===== src/rtl/hbseq_pkg.sv =====
package hbseq_pkg;
  typedef enum logic [2:0] {
    ST_IDLE,
    ST_CMD,
    ST_WAIT,
    ST_WDAT,
    ST_RDAT,
    ST_RTAIL,
    ST_GAP
  } seq_st_t;

  localparam int CMD_BYTES   = 6;
  localparam int SAMPLE_BYTE = 3;  // fourth command byte, after the second rising edge
endpackage


===== src/rtl/hbseq_lat.sv =====
module hbseq_lat #(
  parameter int LAT_W = 4
) (
  input  logic             clk,
  input  logic             rst_n,
  input  logic [LAT_W-1:0] cfg_lat,
  input  logic             cfg_var_en,
  input  logic             sample_en,
  input  logic             rwds_i,
  input  logic             start,
  input  logic             run,
  output logic             done
);
  localparam int CNT_W = LAT_W + 2;

  logic             dbl_q;
  logic [CNT_W-1:0] cnt_q;
  logic [CNT_W-1:0] wait_beats;
  logic [CNT_W-1:0] run_len;

  assign wait_beats = dbl_q ? {cfg_lat, 2'b00} : {1'b0, cfg_lat, 1'b0};
  assign done       = run && (cnt_q == '0);

  always_ff @(posedge clk) begin
    if (!rst_n) begin
      dbl_q <= 1'b0;
      cnt_q <= '0;
    end else begin
      if (sample_en) dbl_q <= !cfg_var_en || rwds_i;
      if (start) cnt_q <= wait_beats - CNT_W'(1);
      else if (run && cnt_q != '0) cnt_q <= cnt_q - CNT_W'(1);
    end
  end

  always_ff @(posedge clk) begin
    if (!rst_n || !run) run_len <= '0;
    else run_len <= run_len + CNT_W'(1);
  end

  // the wait ends after exactly the beat count chosen by the sampled strobe
  assert_wait_len_R2: assert property (@(posedge clk) disable iff (!rst_n)
    done |-> (run_len == wait_beats - CNT_W'(1)));

  assert_fixed_dbl_R4: assert property (@(posedge clk) disable iff (!rst_n)
    (run && !cfg_var_en) |-> dbl_q);
endmodule


===== src/rtl/hbseq_rdcap.sv =====
module hbseq_rdcap #(
  parameter int BCNT_W = 10
) (
  input  logic              clk,
  input  logic              rst_n,
  input  logic              arm,
  input  logic [BCNT_W-1:0] total,
  input  logic              rwds_i,
  input  logic [7:0]        dq_i,
  output logic              rd_valid,
  output logic [7:0]        rd_data,
  output logic              last
);
  logic              rwds_prev;
  logic              cap;
  logic [BCNT_W-1:0] rx_cnt;

  assign cap  = arm && (rwds_i != rwds_prev);
  assign last = cap && (rx_cnt == total - BCNT_W'(1));

  always_ff @(posedge clk) begin
    if (!rst_n) begin
      rwds_prev <= 1'b0;
      rx_cnt    <= '0;
      rd_valid  <= 1'b0;
      rd_data   <= '0;
    end else begin
      rwds_prev <= rwds_i;
      rd_valid  <= cap;
      if (cap) rd_data <= dq_i;
      if (!arm) rx_cnt <= '0;
      else if (cap) rx_cnt <= rx_cnt + BCNT_W'(1);
    end
  end

  assert_rx_bound_R7: assert property (@(posedge clk) disable iff (!rst_n)
    arm |-> (rx_cnt < total));
endmodule


===== src/rtl/hbseq_top.sv =====
module hbseq_top
  import hbseq_pkg::*;
#(
  parameter int ADDR_W    = 32,
  parameter int LEN_W     = 8,
  parameter int LAT_W     = 4,
  parameter int GAP_BEATS = 2
) (
  input  logic              clk,
  input  logic              rst_n,
  input  logic [LAT_W-1:0]  cfg_lat,
  input  logic              cfg_var_en,
  input  logic              req_valid,
  output logic              req_ready,
  input  logic              req_read,
  input  logic              req_reg,
  input  logic [ADDR_W-1:0] req_addr,
  input  logic [LEN_W-1:0]  req_words,
  input  logic              wr_valid,
  output logic              wr_ready,
  input  logic [7:0]        wr_data,
  input  logic              wr_mask,
  output logic              rd_valid,
  output logic [7:0]        rd_data,
  output logic              hb_cs_n,
  output logic              hb_ck,
  output logic              hb_ck_n,
  output logic [7:0]        hb_dq_o,
  output logic              hb_dq_oe,
  input  logic [7:0]        hb_dq_i,
  output logic              hb_rwds_o,
  output logic              hb_rwds_oe,
  input  logic              hb_rwds_i
);
  localparam int BCNT_W = LEN_W + 2;
  localparam int GAP_W  = $clog2(GAP_BEATS + 1);
  localparam int PAD_W  = 46 - ADDR_W;

  seq_st_t           st;
  logic [47:0]       cmd_q;
  logic              is_rd, is_reg;
  logic [LEN_W-1:0]  words_q;
  logic [BCNT_W-1:0] byte_cnt;
  logic [BCNT_W-1:0] total_b;
  logic [2:0]        ca_idx;
  logic              ck_q;
  logic [GAP_W-1:0]  gap_cnt;
  logic              adv;
  logic              last_beat;
  logic              lat_done;
  logic              rx_last;
  logic              reg_wr;
  logic              ca_end;
  logic [47:0]       ca_word;

  assign ca_word   = {req_read, req_reg, {PAD_W{1'b0}}, req_addr};
  assign total_b   = {({1'b0, words_q} + {{LEN_W{1'b0}}, 1'b1}), 1'b0};
  assign last_beat = (byte_cnt == total_b - BCNT_W'(1));
  assign reg_wr    = is_reg && !is_rd;
  assign ca_end    = (st == ST_CMD) && (ca_idx == 3'(CMD_BYTES - 1));

  // a beat moves unless the write path is starved
  assign adv = (st == ST_CMD) || (st == ST_WAIT) || (st == ST_RDAT) ||
               ((st == ST_WDAT) && wr_valid);

  assign hb_ck      = adv ? ~ck_q : ck_q;
  assign hb_ck_n    = ~hb_ck;
  assign hb_cs_n    = (st == ST_IDLE) || (st == ST_GAP);
  assign hb_dq_oe   = (st == ST_CMD) || (st == ST_WDAT);
  assign hb_dq_o    = (st == ST_CMD) ? cmd_q[47:40] : wr_data;
  assign hb_rwds_oe = (st == ST_WDAT) && !is_reg;
  assign hb_rwds_o  = wr_mask;
  assign req_ready  = (st == ST_IDLE);
  assign wr_ready   = (st == ST_WDAT);

  hbseq_lat #(.LAT_W(LAT_W)) u_lat (
    .clk        (clk),
    .rst_n      (rst_n),
    .cfg_lat    (cfg_lat),
    .cfg_var_en (cfg_var_en),
    .sample_en  ((st == ST_CMD) && (ca_idx == 3'(SAMPLE_BYTE))),
    .rwds_i     (hb_rwds_i),
    .start      (ca_end),
    .run        (st == ST_WAIT),
    .done       (lat_done)
  );

  hbseq_rdcap #(.BCNT_W(BCNT_W)) u_rdcap (
    .clk      (clk),
    .rst_n    (rst_n),
    .arm      ((st == ST_RDAT) || (st == ST_RTAIL)),
    .total    (total_b),
    .rwds_i   (hb_rwds_i),
    .dq_i     (hb_dq_i),
    .rd_valid (rd_valid),
    .rd_data  (rd_data),
    .last     (rx_last)
  );

  always_ff @(posedge clk) begin
    if (!rst_n) begin
      st       <= ST_IDLE;
      cmd_q    <= '0;
      is_rd    <= 1'b0;
      is_reg   <= 1'b0;
      words_q  <= '0;
      byte_cnt <= '0;
      ca_idx   <= '0;
      ck_q     <= 1'b0;
      gap_cnt  <= '0;
    end else begin
      ck_q <= hb_ck;
      unique case (st)
        ST_IDLE: if (req_valid) begin
          cmd_q   <= ca_word;
          is_rd   <= req_read;
          is_reg  <= req_reg;
          words_q <= req_words;
          ca_idx  <= '0;
          st      <= ST_CMD;
        end
        ST_CMD: begin
          cmd_q    <= {cmd_q[39:0], 8'h00};
          ca_idx   <= ca_idx + 3'd1;
          byte_cnt <= '0;
          if (ca_end) st <= reg_wr ? ST_WDAT : ST_WAIT;
        end
        ST_WAIT: if (lat_done) st <= is_rd ? ST_RDAT : ST_WDAT;
        ST_WDAT: if (wr_valid) begin
          byte_cnt <= byte_cnt + BCNT_W'(1);
          if (last_beat) begin
            st      <= ST_GAP;
            gap_cnt <= '0;
          end
        end
        ST_RDAT: begin
          byte_cnt <= byte_cnt + BCNT_W'(1);
          if (last_beat) begin
            st      <= rx_last ? ST_GAP : ST_RTAIL;
            gap_cnt <= '0;
          end
        end
        ST_RTAIL: if (rx_last) begin
          st      <= ST_GAP;
          gap_cnt <= '0;
        end
        ST_GAP: begin
          gap_cnt <= gap_cnt + GAP_W'(1);
          if (gap_cnt == GAP_W'(GAP_BEATS - 1)) st <= ST_IDLE;
        end
        default: st <= ST_IDLE;
      endcase
    end
  end

  assert_ck_idle_R8: assert property (@(posedge clk) disable iff (!rst_n)
    hb_cs_n |-> !hb_ck);

  assert_cs_gap_R8: assert property (@(posedge clk) disable iff (!rst_n)
    $rose(hb_cs_n) |=> hb_cs_n);

  assert_no_drive_R9: assert property (@(posedge clk) disable iff (!rst_n)
    hb_cs_n |-> (!hb_dq_oe && !hb_rwds_oe));

  assert_stall_hold_R6: assert property (@(posedge clk) disable iff (!rst_n)
    ((st == ST_WDAT) && !wr_valid) |-> (hb_ck == $past(hb_ck)));

  assert_reg_nowait_R5: assert property (@(posedge clk) disable iff (!rst_n)
    (st == ST_WAIT) |-> !reg_wr);

  assert_rd_window_R7: assert property (@(posedge clk) disable iff (!rst_n)
    rd_valid |-> ($past(st) == ST_RDAT || $past(st) == ST_RTAIL));
endmodule


===== config.mk =====
export PLATFORM = sky130hd
export DESIGN_NAME = hbseq_top
export DESIGN_NICKNAME = d
export VERILOG_FILES = /design/src/rtl/hbseq_pkg.sv /design/src/rtl/hbseq_lat.sv /design/src/rtl/hbseq_rdcap.sv /design/src/rtl/hbseq_top.sv
export SDC_FILE = /design/constraint.sdc
export NUM_CORES = 1
export LEC_CHECK = 0
export ABC_AREA = 1
export BUFFER_PORTS_ARGS = -buffer_cell sky130_fd_sc_hd__buf_4
export CORE_MARGIN = 3
export CORE_UTILIZATION = 37
export CTS_CLUSTER_SIZE = 40
export DETAILED_ROUTE_END_ITERATION = 8
export PLACE_DENSITY = 0.7
export SLEW_MARGIN = 15
export SYNTH_ARGS = -nofsm -noshare
export SYNTH_HDL_FRONTEND = slang
export SYNTH_SLANG_ARGS = --single-unit

===== constraint.sdc =====
create_clock -name clk -period 1.8 [get_ports clk]
set_input_delay 0.09 -clock clk [delete_from_list [all_inputs] [get_ports clk]]
set_output_delay 0.09 -clock clk [all_outputs]
set_load 0.05 [all_outputs]

==> flow_summary.ini, run 1 <==
[sta]
hold_viol = 0
drv_slew = 0
max_slew_margin_pct = 66.0
finalClockSkew_ps = 6.74
finalSetupViolCount = 12
fin_crit_ps = 2180
hold_ws_ps = 14.6
tightest_slew_ps = 506
finalWorstSetupSlack_ps = -382
clock.fmax_ghz = 0.458
rsz0062_at_grt = true
post-route-period-util_pct = 121

[power]
p_leak_nw = 3.28
powerDensity_nw_per_um2 = 1290
peakVddDrop_mv = 1.26
p_total_w = 0.00987

[job]
drv_cap = 0

[synthesis]
synthesis.nets = 852
ys_ff_latch = 104
netlist_instances = 775
syn_area_um2 = 5280
yosys_warnings = 0
synth_seq_area_share_pct = 39.4
ys_types = 45
avgSynthCellArea_um2 = 6.81

[finish]
largest_registers = cmd_q: 48 flops, byte_cnt: 10 flops, u_rdcap.rx_cnt: 10 flops
largest_register = cmd_q
diodes = 0
nets = 1030
drive_gt1_share_pct = 32.7
final_common_cell = nand2_1
fill_cells = 1277
syn2layout_area_growth_pct = 45.5
largest_reg_flops = 48
design_area_um2 = 7680
final_cell_mix = nand2_1 (195), buf_4 (161), dfxtp_1 (98)

[worst_setup_path]
r2r-end = st[1]
crit_required_ps = 2090
cp_slowest_cell = dfxtp_2
critPathBufInv = 2
cp-end-kind = flop
slowest_delay_ps = 340
crit_top_cell = nand2_2
r2r-start = words_q[1]
worstPathCellList = ha_4, inv_2, nand2_2, inv_2, nand2_4, nor2_4, nand2_2, nor2_2, nand3_2, nand3_2, nand2_2, nor2_2, nand2_2, nand2_2, nand3_4, nand2_2, nand2_2, nor2_2
start_kind = flop
reg2reg_depth = 18
arrival_ps = 2470
critPathKind = flop to flop
r2r_setup_slack_ps = -380
crit_family = simple AND/OR/NAND/NOR gates
crit_fanout = 4

[drt]
vias_per_cell = 4.79
drc = 0
first_pass_iters = 4
finalWirelength_um = 14400
vias = 5448
drt-initial-drc-count = 280
ant_nets = 0
avgRoutedWirePerCell_um = 12.6

[worst_hold_path]
hold_depth = 3
hold_path_class = input port to flop
hold_start = req_addr[25]
whs_endpoint = cmd_q[25]

[die]
fp.dieW_um = 125
die_h_um = 125
core_um2 = 13900
boundaryPins = 94
die-area_um2 = 15700
rows = 43
initial_core_util_pct = 37.9

[cts]
cts_buffer_depth = 2
clockRootBuffer = clkbuf_16
cts.sinks = 104
cts_tree = built
clk_pin_slew_ps = 70
ctsHtreeMaxLevel = 3
cts_buffers = 9
worst_skew_pair.late_latency_ps = 350

[grt]
grt_max_degree = 52
grt_overflow = 0
grt_pass1_vias = 5122
grt_usage_pct = 18.2
antenna_found_initial = 0
grt_first_pass_wirelength_um = 23700

[status]
outcome = complete, but fails checks
violations = setup timing

[placement]
port_buffers = 91
post_dp_cell_area_um2 = 6660
dp_hpwl_um = 10000
globalplace.congestion = 0.942
metrics by stage:
stage | TNS, ps | cells | setup slack (ps) | util, %
6_report | -2940 | 1138 | -382 | 55.1
5_1_grt | -5610 | 1138 | -550 | 55.1
4_1_cts | -2380 | 1131 | -271 | 53.3
3_5_place_dp | -1660 | 1077 | -285 | 47.8
3_3_place_gp | -1380 | 1077 | -232 | 47.8
2_1_floorplan | -3040 | 775 | -408 | -
layer usage:
metal | part of all wire, % | vias up | track usage (%)
li1 | - | 2885 | -
met1 | 44 | 2454 | 22.5
met3 | 3.4 | 19 | 4.14
met5 | 0 | - | 0
met2 | 50 | 90 | 31.1
met4 | 1.9 | 0 | 6.19
synth_stat cells, drive strengths merged:
cell type | n | area share, %
nand2 | 241 | 18
buf | 5 | 0.62
nand4 | 6 | 0.71
o2111ai | 1 | 0.17
o31ai | 1 | 0.14
nor3 | 13 | 1.4
xnor2 | 2 | 0.33
a21oi | 52 | 5.0
dfxtp | 104 | 39
a211oi | 3 | 0.43
a31oi | 30 | 4.0
nor3b | 2 | 0.28
clkinv | 1 | 0.071
o21bai | 2 | 0.28
nor4 | 2 | 0.36
o22ai | 2 | 0.24
or2 | 3 | 0.36
nor2 | 74 | 6.5
o21ai | 62 | 6.0
ha | 8 | 1.9
o221ai | 1 | 0.17
clkbuf | 24 | 1.7
o211ai | 3 | 0.43
o21a | 1 | 0.14
nand3 | 44 | 4.5
xor2 | 8 | 1.3
inv | 80 | 5.8
tightest hold or removal path, stage by stage:
cell and delay (ps):
buf_4 110, nand2_1 50, a31oi_1 80
worst max-delay path by stage:
stage          depth (start not counted)             end  slack [ps]  startpoint
4_1_cts                               11         hb_ck_n        -270       st[0]
3_3_place_gp                          15           st[1]        -230  words_q[2]
2_1_floorplan                         14  u_lat.cnt_q[2]        -410       st[0]
5_1_grt                               17           st[1]        -550  words_q[1]
3_5_place_dp                          15      gap_cnt[1]        -290  words_q[2]
6_report                              18           st[1]        -380  words_q[1]
final cells by class:
| cell class | instances | area (um^2) | area share (%) |
|---|---|---|---|
| multi-input combinational | 561 | 3130 | 40.8 |
| sequential | 104 | 2090 | 27.3 |
| timing repair buffer | 196 | 1590 | 20.7 |
| inverter | 81 | 325 | 4.24 |
| clock buffer | 10 | 229 | 2.98 |
| tap | 180 | 225 | 2.93 |
| clock inverter | 6 | 81.3 | 1.06 |
cells by family after synthesis:
logic type,synth area share (%)
and+or+nand+nor,31.9
xor gates and xnor gates,1.66
buffers and inverters,8.18
AOI/OAI and AO/OA,16.9
DFF,39.5
adders and majority gates,1.90
where the power goes:
| part | switching, W | leakage, nW | internal [W] |
|---|---|---|---|
| clock network | 0.000937 | 0.153 | 0.00112 |
| registers | 0.000292 | 0.851 | 0.00278 |
| logic | 0.00289 | 2.28 | 0.00185 |
| total | 0.00412 | 3.28 | 0.00575 |
what timing repair did:
item                                    in CTS  in global routing
endpoints found under the setup margin      23                 56
hold buffers                                26                  0
pin swaps                                   15                 37
cloned                                       0                  0
hold endpoints to repair                    26                  0
buffers inserted                            12                  7
gates resized for setup                     39                 51
No activity file was read; power rests on OpenSTA's default activity.
==> run 2, diff against run 1 <==
PLACE_DENSITY = 0.68   (was 0.7)
clock period = 2.8 ns   (was 1.8 ns; I/O delays follow)
==> flow_summary.ini, run 2 (synthesis gave the netlist of run 1 again) <==
[status]
outcome = finished clean

[finish]
syn2layout_area_growth_pct = 22.5
largest_registers = cmd_q: 48 flops, byte_cnt: 10 flops, u_rdcap.rx_cnt: 10 flops
drive_gt1_share_pct = 18.9
design_area_um2 = 6460
diodes = 0
largest_register = cmd_q
final_cell_mix = nand2_1 (229), dfxtp_1 (104), buf_4 (98)
final_common_cell = nand2_1
nets = 935
largest_reg_flops = 48
final_cells = 1043

[sta]
hold_ws_ps = 9.71
fin_crit_ps = 2550
finalSetupViolCount = 0
finalClockSkew_ps = 9.43
max_slew_margin_pct = 64.3
drv_slew = 0
finalSetupTns_ps = 0
rsz0062_at_grt = false
hold_viol = 0
post-route-period-util_pct = 91.2
clock.fmax_ghz = 0.392
tightest_slew_ps = 534

[die]
initial_core_util_pct = 37.9
die_h_um = 125
rows = 43
boundaryPins = 94
core_um2 = 13900
die-area_um2 = 15700
fp.dieW_um = 125

[worst_setup_path]
reg2reg_depth = 16
critPathKind = flop to primary output
r2r-start = words_q[0]
crit_fanout = 6
cp-end-kind = primary output
r2r_setup_slack_ps = 490
arrival_ps = 2410
crit_required_ps = 2660
start_kind = flop
r2r-end = st[1]

[power]
clkPwrFrac_pct = 22.3
switching_share_pct = 43.3
p_int_w = 0.00312
power_frac_seq_pct = 36.0
peakVddDrop_mv = 0.415
power_switching_w = 0.00238
powerDensity_nw_per_um2 = 851
p_total_w = 0.00550
comb_power_share_pct = 41.7
p_leak_nw = 2.75

[drt]
vias_per_cell = 4.87
finalWirelength_um = 13100
drc = 0
first_pass_iters = 6
vias = 5083
avgRoutedWirePerCell_um = 12.6
drt-initial-drc-count = 269
ant_nets = 0

[placement]
place_inst = 1025
port_buffers = 91
post_dp_cell_area_um2 = 6150
dp_hpwl_um = 9710
globalplace.congestion = 0.882

[grt]
grt_usage_pct = 16.6
grt_overflow = 0
grt_pass1_vias = 4671
antenna_found_initial = 0
grt_max_degree = 55
grt_first_pass_wirelength_um = 21700

[worst_hold_path]
hold_path_class = input port to flop
hold_start = hb_dq_i[4]
whs_endpoint = u_rdcap.rd_data[4]
hold_depth = 3

[cts]
worst_skew_pair.late_latency_ps = 350
cts.sinks = 104
clk_pin_slew_ps = 70
cts_buffer_depth = 2
cts_buffers = 9
postCtsSetupRepairBufs = 0
cts_tree = built
ctsHtreeMaxLevel = 3
clockRootBuffer = clkbuf_16

[job]
drv_cap = 0
run 2: cell types whose count changed in the layout (fill, tap and decap cells not counted), sizes merged:
cell and change:
inv -1, buf -71, dlygate4sd3 -24, clkbuf -1, bufinv -1, clkinv +3
run 2: worst max-delay path by stage:
stage | start | endpoint | cells past startpoint
after floorplan | st[0] | hb_ck | 10
after detailed placement | st[0] | hb_ck | 11
after global routing | st[0] | hb_ck | 11
final | st[0] | hb_ck | 11
after CTS | st[0] | hb_ck | 11
after global placement | st[0] | hb_ck | 11
run 2: final cells by class:
type,count,area (um^2)
Timing Repair Buffer,101,776
Inverter,81,309
Tap cell,180,225
Sequential cell,104,2080
Clock inverter,7,66.3
Fill cell,1445,7470
Clock buffer,9,225
Multi-Input combinational cell,561,2780
run 2: worst max-delay path, stage by stage, from the launching register on:
cell	delay [ps]
dfxtp_1	430
inv_2	110
nor2_4	130
nand2_1	160
nor2_2	220
inv_1	90
nand2_1	100
inv_1	60
nor3_1	240
xor2_2	270
inv_1	60
buf_4	190
run 2: timing repair:
item | in CTS | in global routing
gates resized for setup | 0 | 1
hold buffers | 2 | 0
hold endpoints to repair | 2 | 0
endpoints found under the setup margin | 0 | 2
run 2: per-layer routing:
layer | vias up | wire (um) | track usage [%]
met5 | - | 0 | 0
met4 | 0 | 352 | 6.44
met3 | 27 | 505 | 3.80
met2 | 95 | 6170 | 27.1
met1 | 2270 | 6100 | 21.2
li1 | 2691 | - | -
run 2: through the flow:
step	utilization, %	setup WS (ps)
4_1_cts	46.4	126
3_5_place_dp	44.1	515
6_report	46.4	246
2_1_floorplan	-	86.9
3_3_place_gp	44.1	539
5_1_grt	46.4	22.5
run 2: power groups by stage:
stage               sequential [W]  combinational (W)  clock, W
floorplan                  0.00203            0.00162         0
global placement           0.00200            0.00228         0
detailed placement         0.00201            0.00230         0
CTS                        0.00198            0.00230   0.00126
global route               0.00202            0.00255   0.00132
finish                     0.00198            0.00229   0.00123
